`src/rtl/mdet_pkg.sv`:
```
`timescale 1ns/1ps
package mdet_pkg;
  typedef enum logic [1:0] {
    SEQ_IDLE  = 2'd0,
    SEQ_PULSE = 2'd1,
    SEQ_GUARD = 2'd2
  } seq_state_e;
endpackage

```
`src/rtl/mdet_vsync_trig.sv`:
```
`timescale 1ns/1ps
module mdet_vsync_trig #(
  parameter int unsigned SYNC_STAGES = 2,
  parameter int unsigned RUN_W       = 20
) (
  input  logic clk_i,
  input  logic rst_ni,
  input  logic vsync_i,
  output logic trig_o
);
  localparam logic [RUN_W-1:0] RunMax = '1;
  localparam logic [RUN_W-1:0] RunOne = RUN_W'(1);

  logic [SYNC_STAGES-1:0] sync_q;
  logic                   lvl_q;
  logic                   lvl_s;
  logic                   edge_s;
  logic [RUN_W-1:0]       run_q;
  logic [RUN_W-1:0]       hi_len_q;
  logic [RUN_W-1:0]       lo_len_q;

  for (genvar i = 0; i < SYNC_STAGES; i++) begin : g_sync
    if (i == 0) begin : g_first
      always_ff @(posedge clk_i or negedge rst_ni) begin
        if (!rst_ni) sync_q[0] <= 1'b0;
        else         sync_q[0] <= vsync_i;
      end
    end else begin : g_next
      always_ff @(posedge clk_i or negedge rst_ni) begin
        if (!rst_ni) sync_q[i] <= 1'b0;
        else         sync_q[i] <= sync_q[i-1];
      end
    end
  end

  assign lvl_s  = sync_q[SYNC_STAGES-1];
  assign edge_s = lvl_s ^ lvl_q;

  // trailing edge of the shorter (active) level
  assign trig_o = edge_s && (lvl_q ? (run_q < lo_len_q) : (run_q < hi_len_q));

  always_ff @(posedge clk_i or negedge rst_ni) begin
    if (!rst_ni) begin
      lvl_q    <= 1'b0;
      run_q    <= '0;
      hi_len_q <= '0;
      lo_len_q <= '0;
    end else begin
      lvl_q <= lvl_s;
      if (edge_s) begin
        run_q <= RunOne;
        if (lvl_q) hi_len_q <= run_q;
        else       lo_len_q <= run_q;
      end else if (run_q != RunMax) begin
        run_q <= run_q + RunOne;
      end
    end
  end
endmodule

```
`src/rtl/mdet_seq.sv`:
```
`timescale 1ns/1ps
module mdet_seq
  import mdet_pkg::*;
#(
  parameter int unsigned PULSE_CYC = 250,
  parameter int unsigned GUARD_CYC = 250,
  parameter int unsigned TIMER_CYC = 16_000_000
) (
  input  logic clk_i,
  input  logic rst_ni,
  input  logic auto_en_i,
  input  logic quiet_i,
  input  logic sync_trig_i,
  output logic busy_o,
  output logic strobe_o
);
  localparam int unsigned CntMax = (PULSE_CYC > GUARD_CYC) ? PULSE_CYC : GUARD_CYC;
  localparam int unsigned CntW   = $clog2(CntMax + 1);
  localparam int unsigned TmrW   = $clog2(TIMER_CYC + 1);
  localparam logic [CntW-1:0] PulseLast = CntW'(PULSE_CYC - 1);
  localparam logic [CntW-1:0] GuardLast = CntW'(GUARD_CYC - 1);
  localparam logic [CntW-1:0] CntOne    = CntW'(1);
  localparam logic [TmrW-1:0] TmrLast   = TmrW'(TIMER_CYC - 1);
  localparam logic [TmrW-1:0] TmrOne    = TmrW'(1);

  seq_state_e      st_q, st_d;
  logic [CntW-1:0] cnt_q, cnt_d;
  logic [TmrW-1:0] tmr_q, tmr_d;
  logic            fire;

  assign fire = auto_en_i && (sync_trig_i || (quiet_i && (tmr_q == TmrLast)));

  always_comb begin
    st_d  = st_q;
    cnt_d = cnt_q;
    tmr_d = '0;
    unique case (st_q)
      SEQ_IDLE: begin
        if (fire) begin
          st_d  = SEQ_PULSE;
          cnt_d = '0;
        end else if (auto_en_i && quiet_i) begin
          tmr_d = tmr_q + TmrOne;
        end
      end
      SEQ_PULSE: begin
        if (!auto_en_i || (cnt_q == PulseLast)) begin
          st_d  = SEQ_GUARD;
          cnt_d = '0;
        end else begin
          cnt_d = cnt_q + CntOne;
        end
      end
      SEQ_GUARD: begin
        if (cnt_q == GuardLast) begin
          st_d  = SEQ_IDLE;
          cnt_d = '0;
        end else begin
          cnt_d = cnt_q + CntOne;
        end
      end
      default: begin
        st_d  = SEQ_IDLE;
        cnt_d = '0;
      end
    endcase
  end

  always_ff @(posedge clk_i or negedge rst_ni) begin
    if (!rst_ni) begin
      st_q  <= SEQ_IDLE;
      cnt_q <= '0;
      tmr_q <= '0;
    end else begin
      st_q  <= st_d;
      cnt_q <= cnt_d;
      tmr_q <= tmr_d;
    end
  end

  assign busy_o   = (st_q == SEQ_PULSE);
  assign strobe_o = busy_o && (cnt_q == PulseLast);
endmodule

```
`src/rtl/mdet_flag.sv`:
```
`timescale 1ns/1ps
module mdet_flag (
  input  logic clk_i,
  input  logic rst_ni,
  input  logic strobe_i,
  input  logic cmp_i,
  output logic present_o
);
  logic last_q;
  logic present_q;

  always_ff @(posedge clk_i or negedge rst_ni) begin
    if (!rst_ni) begin
      last_q    <= 1'b0;
      present_q <= 1'b0;
    end else if (strobe_i) begin
      last_q <= cmp_i;
      if (cmp_i == last_q) present_q <= cmp_i;
    end
  end

  assign present_o = present_q;
endmodule

```
`src/rtl/mdet_probe_sched.sv`:
```
`timescale 1ns/1ps
module mdet_probe_sched
  import mdet_pkg::*;
#(
  parameter int unsigned NPORT       = 2,
  parameter int unsigned PULSE_CYC   = 250,
  parameter int unsigned GUARD_CYC   = 250,
  parameter int unsigned TIMER_CYC   = 16_000_000,
  parameter int unsigned SYNC_STAGES = 2,
  parameter int unsigned RUN_W       = 20
) (
  input  logic             clk_i,
  input  logic             rst_ni,
  input  logic             auto_en_i,
  input  logic             vsync_i,
  input  logic [NPORT-1:0] attached_i,
  input  logic [NPORT-1:0] cmp_i,
  output logic [NPORT-1:0] probe_o,
  output logic             strobe_o,
  output logic [NPORT-1:0] present_o
);
  logic sync_trig;
  logic busy;
  logic quiet;

  assign quiet = ~|attached_i;

  mdet_vsync_trig #(
    .SYNC_STAGES(SYNC_STAGES),
    .RUN_W      (RUN_W)
  ) u_vtrig (
    .clk_i  (clk_i),
    .rst_ni (rst_ni),
    .vsync_i(vsync_i),
    .trig_o (sync_trig)
  );

  mdet_seq #(
    .PULSE_CYC(PULSE_CYC),
    .GUARD_CYC(GUARD_CYC),
    .TIMER_CYC(TIMER_CYC)
  ) u_seq (
    .clk_i      (clk_i),
    .rst_ni     (rst_ni),
    .auto_en_i  (auto_en_i),
    .quiet_i    (quiet),
    .sync_trig_i(sync_trig),
    .busy_o     (busy),
    .strobe_o   (strobe_o)
  );

  assign probe_o = {NPORT{busy}};

  for (genvar p = 0; p < NPORT; p++) begin : g_port
    mdet_flag u_flag (
      .clk_i    (clk_i),
      .rst_ni   (rst_ni),
      .strobe_i (strobe_o),
      .cmp_i    (cmp_i[p]),
      .present_o(present_o[p])
    );
  end
endmodule

```
`config.mk`:
```
export PLATFORM = sky130hd
export DESIGN_NAME = mdet_probe_sched
export DESIGN_NICKNAME = d
export VERILOG_FILES = /design/src/rtl/mdet_pkg.sv /design/src/rtl/mdet_vsync_trig.sv /design/src/rtl/mdet_seq.sv /design/src/rtl/mdet_flag.sv /design/src/rtl/mdet_probe_sched.sv
export SDC_FILE = /design/constraint.sdc
export NUM_CORES = 1
export LEC_CHECK = 0
export BUFFER_PORTS_ARGS = -buffer_cell sky130_fd_sc_hd__buf_4
export CAP_MARGIN = 40
export CELL_PAD_IN_SITES_DETAIL_PLACEMENT = 1
export CELL_PAD_IN_SITES_GLOBAL_PLACEMENT = 2
export CORE_ASPECT_RATIO = 1.4
export CORE_MARGIN = 4
export CORE_UTILIZATION = 36
export DETAILED_ROUTE_END_ITERATION = 10
export PLACE_DENSITY = 0.72
export SETUP_SLACK_MARGIN = 0.5
export SYNTH_ARGS = -nofsm -noshare
export SYNTH_HDL_FRONTEND = slang
export SYNTH_SLANG_ARGS = --single-unit
```
`constraint.sdc`:
```
create_clock -name clk_i -period 2.5 [get_ports clk_i]
set_clock_uncertainty 0.05 [all_clocks]
set_input_delay 0.375 -clock clk_i [delete_from_list [all_inputs] [get_ports clk_i]]
set_output_delay 0.375 -clock clk_i [all_outputs]
set_load 0.05 [all_outputs]
```
==> key figures <==
Worst setup path
  • Worst reg2reg endpoint: u_seq.cnt_q[6]
  • CP Launch Point: u_vtrig.run_q[9]
  • Worst setup endpoint: u_seq.cnt_q[6]
  • R2r startpoint: u_vtrig.run_q[9]
  • Worst Path Max Fanout: 8
  • Worst path bufs/invs: 3
  • WP depth: 11
  • Crit. End Element: register
  • FF-to-FF path depth: 11
  • CP top delay family: compound AO/OA/AOI/OAI gates
  • CP most frequent cell: buf_4
  • Register-to-register setup slack: -70 ps
  • Worst-path cell chain: ha_4 > a21o_1 > buf_4 > a31o_4 > a221oi_4 > o2111ai_2 > o211ai_4 > buf_4 > buf_6 > mux2_4 > nand3_1
  • Crit-path slowest cell: dfrtp_2
  • Worst path arrival time: 2810 ps
  • Req. time, crit path: 2740 ps
  • CP peak stage delay: 460 ps
  • Critical path type: reg -> reg
  • Startpoint class of the critical path: register

Logic synthesis
  • Post-synth EDFFs: 0
  • Synth Instances: 602
  • Synth top cells by count: 101 x dfrtp_1, 77 x nand2_1, 58 x o21ai_0
  • Seq/Total Area, Yosys: 0.454
  • Top area cells in the synthesized netlist: dfrtp_1 45%, ha_1 11%, o21ai_0 5.2%, nand2_1 5.2%, inv_1 3.8%
  • Syn avg cell area: 9.24 um2
  • #FFs+latches synth: 101
  • Mapped cell area: 5560 um2
  • Cell with the most instances after synthesis: dfrtp_1
  • Synth async-reset ratio: 1.00
  • Post-synth cell types: 56
  • Net Count, Synth: 657
  • Synth Flop Type: dfrtp_1
  • Yosys warns: 0
  • Post-synth top area cell: dfrtp_1
  • Top cell type's share of synthesized area: 0.454

Timing
  • Worst-Margin Slew: 721 ps
  • RSZ-0062 raised after global routing: true
  • Slew Limit Headroom: 0.519
  • Hold WS: 71.2 ps
  • Final worst setup slack: -73.3 ps
  • Final period utilization: 1.03
  • Max Fclk: 0.389 GHz
  • Endpoints failing setup: 29
  • Fin crit period: 2570 ps
  • Final hold vios: 0
  • Final slew viol count: 0

Place
  • DP HPWL: 10100 um
  • GP Congestion: 0.766
  • Port bufs: 12
  • DP Area: 6230 um2

Detailed routing
  • Top layer in use: met4
  • DR vias: 4517
  • Post-route ant nets: 0
  • Initial DRC count: 162
  • Drt pass-1 iters: 4
  • Total length of routed met2 wires: 7730 um
  • Met3 WL post-DR: 324 um
  • Routed len/inst: 16.2 um
  • DR vias/cell: 5.16
  • DRT Wirelength: 14200 um
  • Post-route DRC: 0
  • Wl on met1: 5930 um

Finish
  • Number of fill cells: 1703
  • Synth-to-Final Area Change: 27.9%
  • Post-layout instance area: 7110 um2
  • Layout cells sized above 1: 0.265
  • Final #Nets: 734
  • Layout Utilization: 0.471
  • Antenna Cells: 0
  • Seq. cell area: 2540 um2
  • Area of the multi-input gates: 3080 um2

Global routing
  • Largest net degree at the start of global routing: 40
  • First-pass GRT wire length: 24000 um
  • Grt total ovfl: 0
  • Initial antenna violation count: 0
  • Number of global-route vias before repair: 4846
  • GRT Util Overall: 0.171

Power
  • Power Internal: 2.82 mW
  • Leak: 3.16 nW
  • Sw Pwr: 1.16 mW
  • Power Dens Cells: 560 nW/um2
  • Clk pwr share: 0.364
  • Reg power frac: 0.435
  • VDD IR-drop max: 0.000292 V
  • Switching share of power: 0.292
  • Power share of the combinational group: 0.201

CTS
  • Worst-Skew Late Latency: 350 ps
  • CTS buffer count: 9
  • Clock sinks: 101
  • Clk pin slew, worst setup/hold paths: 70 ps
  • CTS max path bufs: 2
  • H-tree Lvls: 3
  • CTS Root Cell: clkbuf_16
  • CTS tree: yes

Floorplan
  • Initial Utilization: 0.368
  • Die ar.: 17500 um2
  • Die Height: 155 um
  • Core footprint: 15100 um2
  • Die W: 113 um
  • Row Count: 53
  • I/O pins: 13

Hold path
  • HP Class: in -> reg

Status
  • Outcome: finished, violations left
  • Violated checks: setup timing

Run
  • Total of max-cap violations: 0
[routing by layer]
| metal | track usage | up-vias |
|---|---|---|
| met4 | 0.0510 | 0 |
| met3 | 0.0288 | 12 |
| met2 | 0.321 | 38 |
| li1 | - | 2217 |
| met5 | 0 | - |
| met1 | 0.196 | 2250 |
[cells by family (layout without fill, tap and decap cells)]
group,Yosys count,after routing,synth area share
simple gates,222,222,0.187
compound gates,115,115,0.129
flops,101,101,0.454
buf+inv,78,160,0.0603
fa+ha+maj,47,47,0.106
xor+xnor,33,33,0.0519
mux,6,6,0.0119
[power groups by stage]
stage                     clock network, mW  registers [mW]  logic (mW)
after floorplan                           0            1.76       0.446
final                                  1.45            1.73       0.801
after global placement                    0            1.76       0.654
after CTS                              1.51            1.73       0.795
after global routing                   1.57            1.74       0.891
after detailed placement                  0            1.77       0.672
[cell usage in the layout (no fill, tap or decap), types with 8 or more instances in the layout]
cell / netlist / layout
o21ai_0: 58 / 56
inv_1: 56 / 53
clkbuf_16: 0 / 9
dfrtp_1: 101 / 93
nand3_1: 26 / 20
xnor2_1: 15 / 14
nor2_1: 54 / 50
ha_1: 47 / 38
a21oi_1: 23 / 19
xor2_1: 18 / 17
buf_4: 4 / 72
buf_6: 2 / 11
dfrtp_2: 0 / 8
nand2_1: 77 / 75
nand4_1: 17 / 17
[flip-flops by register name, summed over array words and instances, names as in the netlist]
register / count
g_port.u_flag.last_q: 2
g_port.u_flag.present_o: 2
u_seq.cnt_q: 8
u_seq.st_q: 2
u_seq.tmr_q: 24
u_vtrig.hi_len_q: 20
u_vtrig.lo_len_q: 20
u_vtrig.lvl_q: 1
u_vtrig.lvl_s: 1
u_vtrig.run_q: 20
u_vtrig.sync_q: 1
[how the worst min path moves through the flow]
stage                      startpoint                 endpoint  cells past startpoint
floorplan                      rst_ni  g_port[0].u_flag.last_q                      0
global placement    u_vtrig.sync_q[0]            u_vtrig.lvl_s                      0
detailed placement  u_vtrig.sync_q[0]            u_vtrig.lvl_s                      0
CTS                           vsync_i        u_vtrig.sync_q[0]                      1
global route                  vsync_i        u_vtrig.sync_q[0]                      1
finish                        vsync_i        u_vtrig.sync_q[0]                      1
[area by class of cell]
type                    count  share of cell area
multi-input cells         423               0.432
flip-flops and latches    101               0.357
repair buffers             88               0.105
well taps                 192              0.0338
clock buffers              10              0.0336
inverters                  56              0.0295
clock inverters             6             0.00879
[worst register-to-register path: cells and delay by family (launching register included)]
family                   cells  cell delay, ps
AO/OA/AOI/OAI                5             970
flip-flops                   1             460
buffers and inverters        3             430
multiplexers                 1             300
adder cells (fa/ha/maj)      1             230
AND/OR/NAND/NOR              1              70
[timing repair]
item / 4_1_cts / 5_1_grt
gates resized for setup: 50 / 36
endpoints found under the hold margin: 37 / 0
buffers inserted: 14 / 8
endpoints found under the setup margin: 48 / 50
pin swaps: 8 / 16
hold buffers: 1 / 0
[per-stage QoR]
step	power (mW)	setup TNS, ps	setup WS [ps]	cells
after global routing	4.20	-5220	-197	876
after floorplan	2.21	0	0.267	602
final	3.98	-1050	-73.3	876
after detailed placement	2.44	-5050	-293	837
after global placement	2.42	-3250	-126	837
after CTS	4.03	-1060	-72.9	868
(Power assumes the default switching activity.)
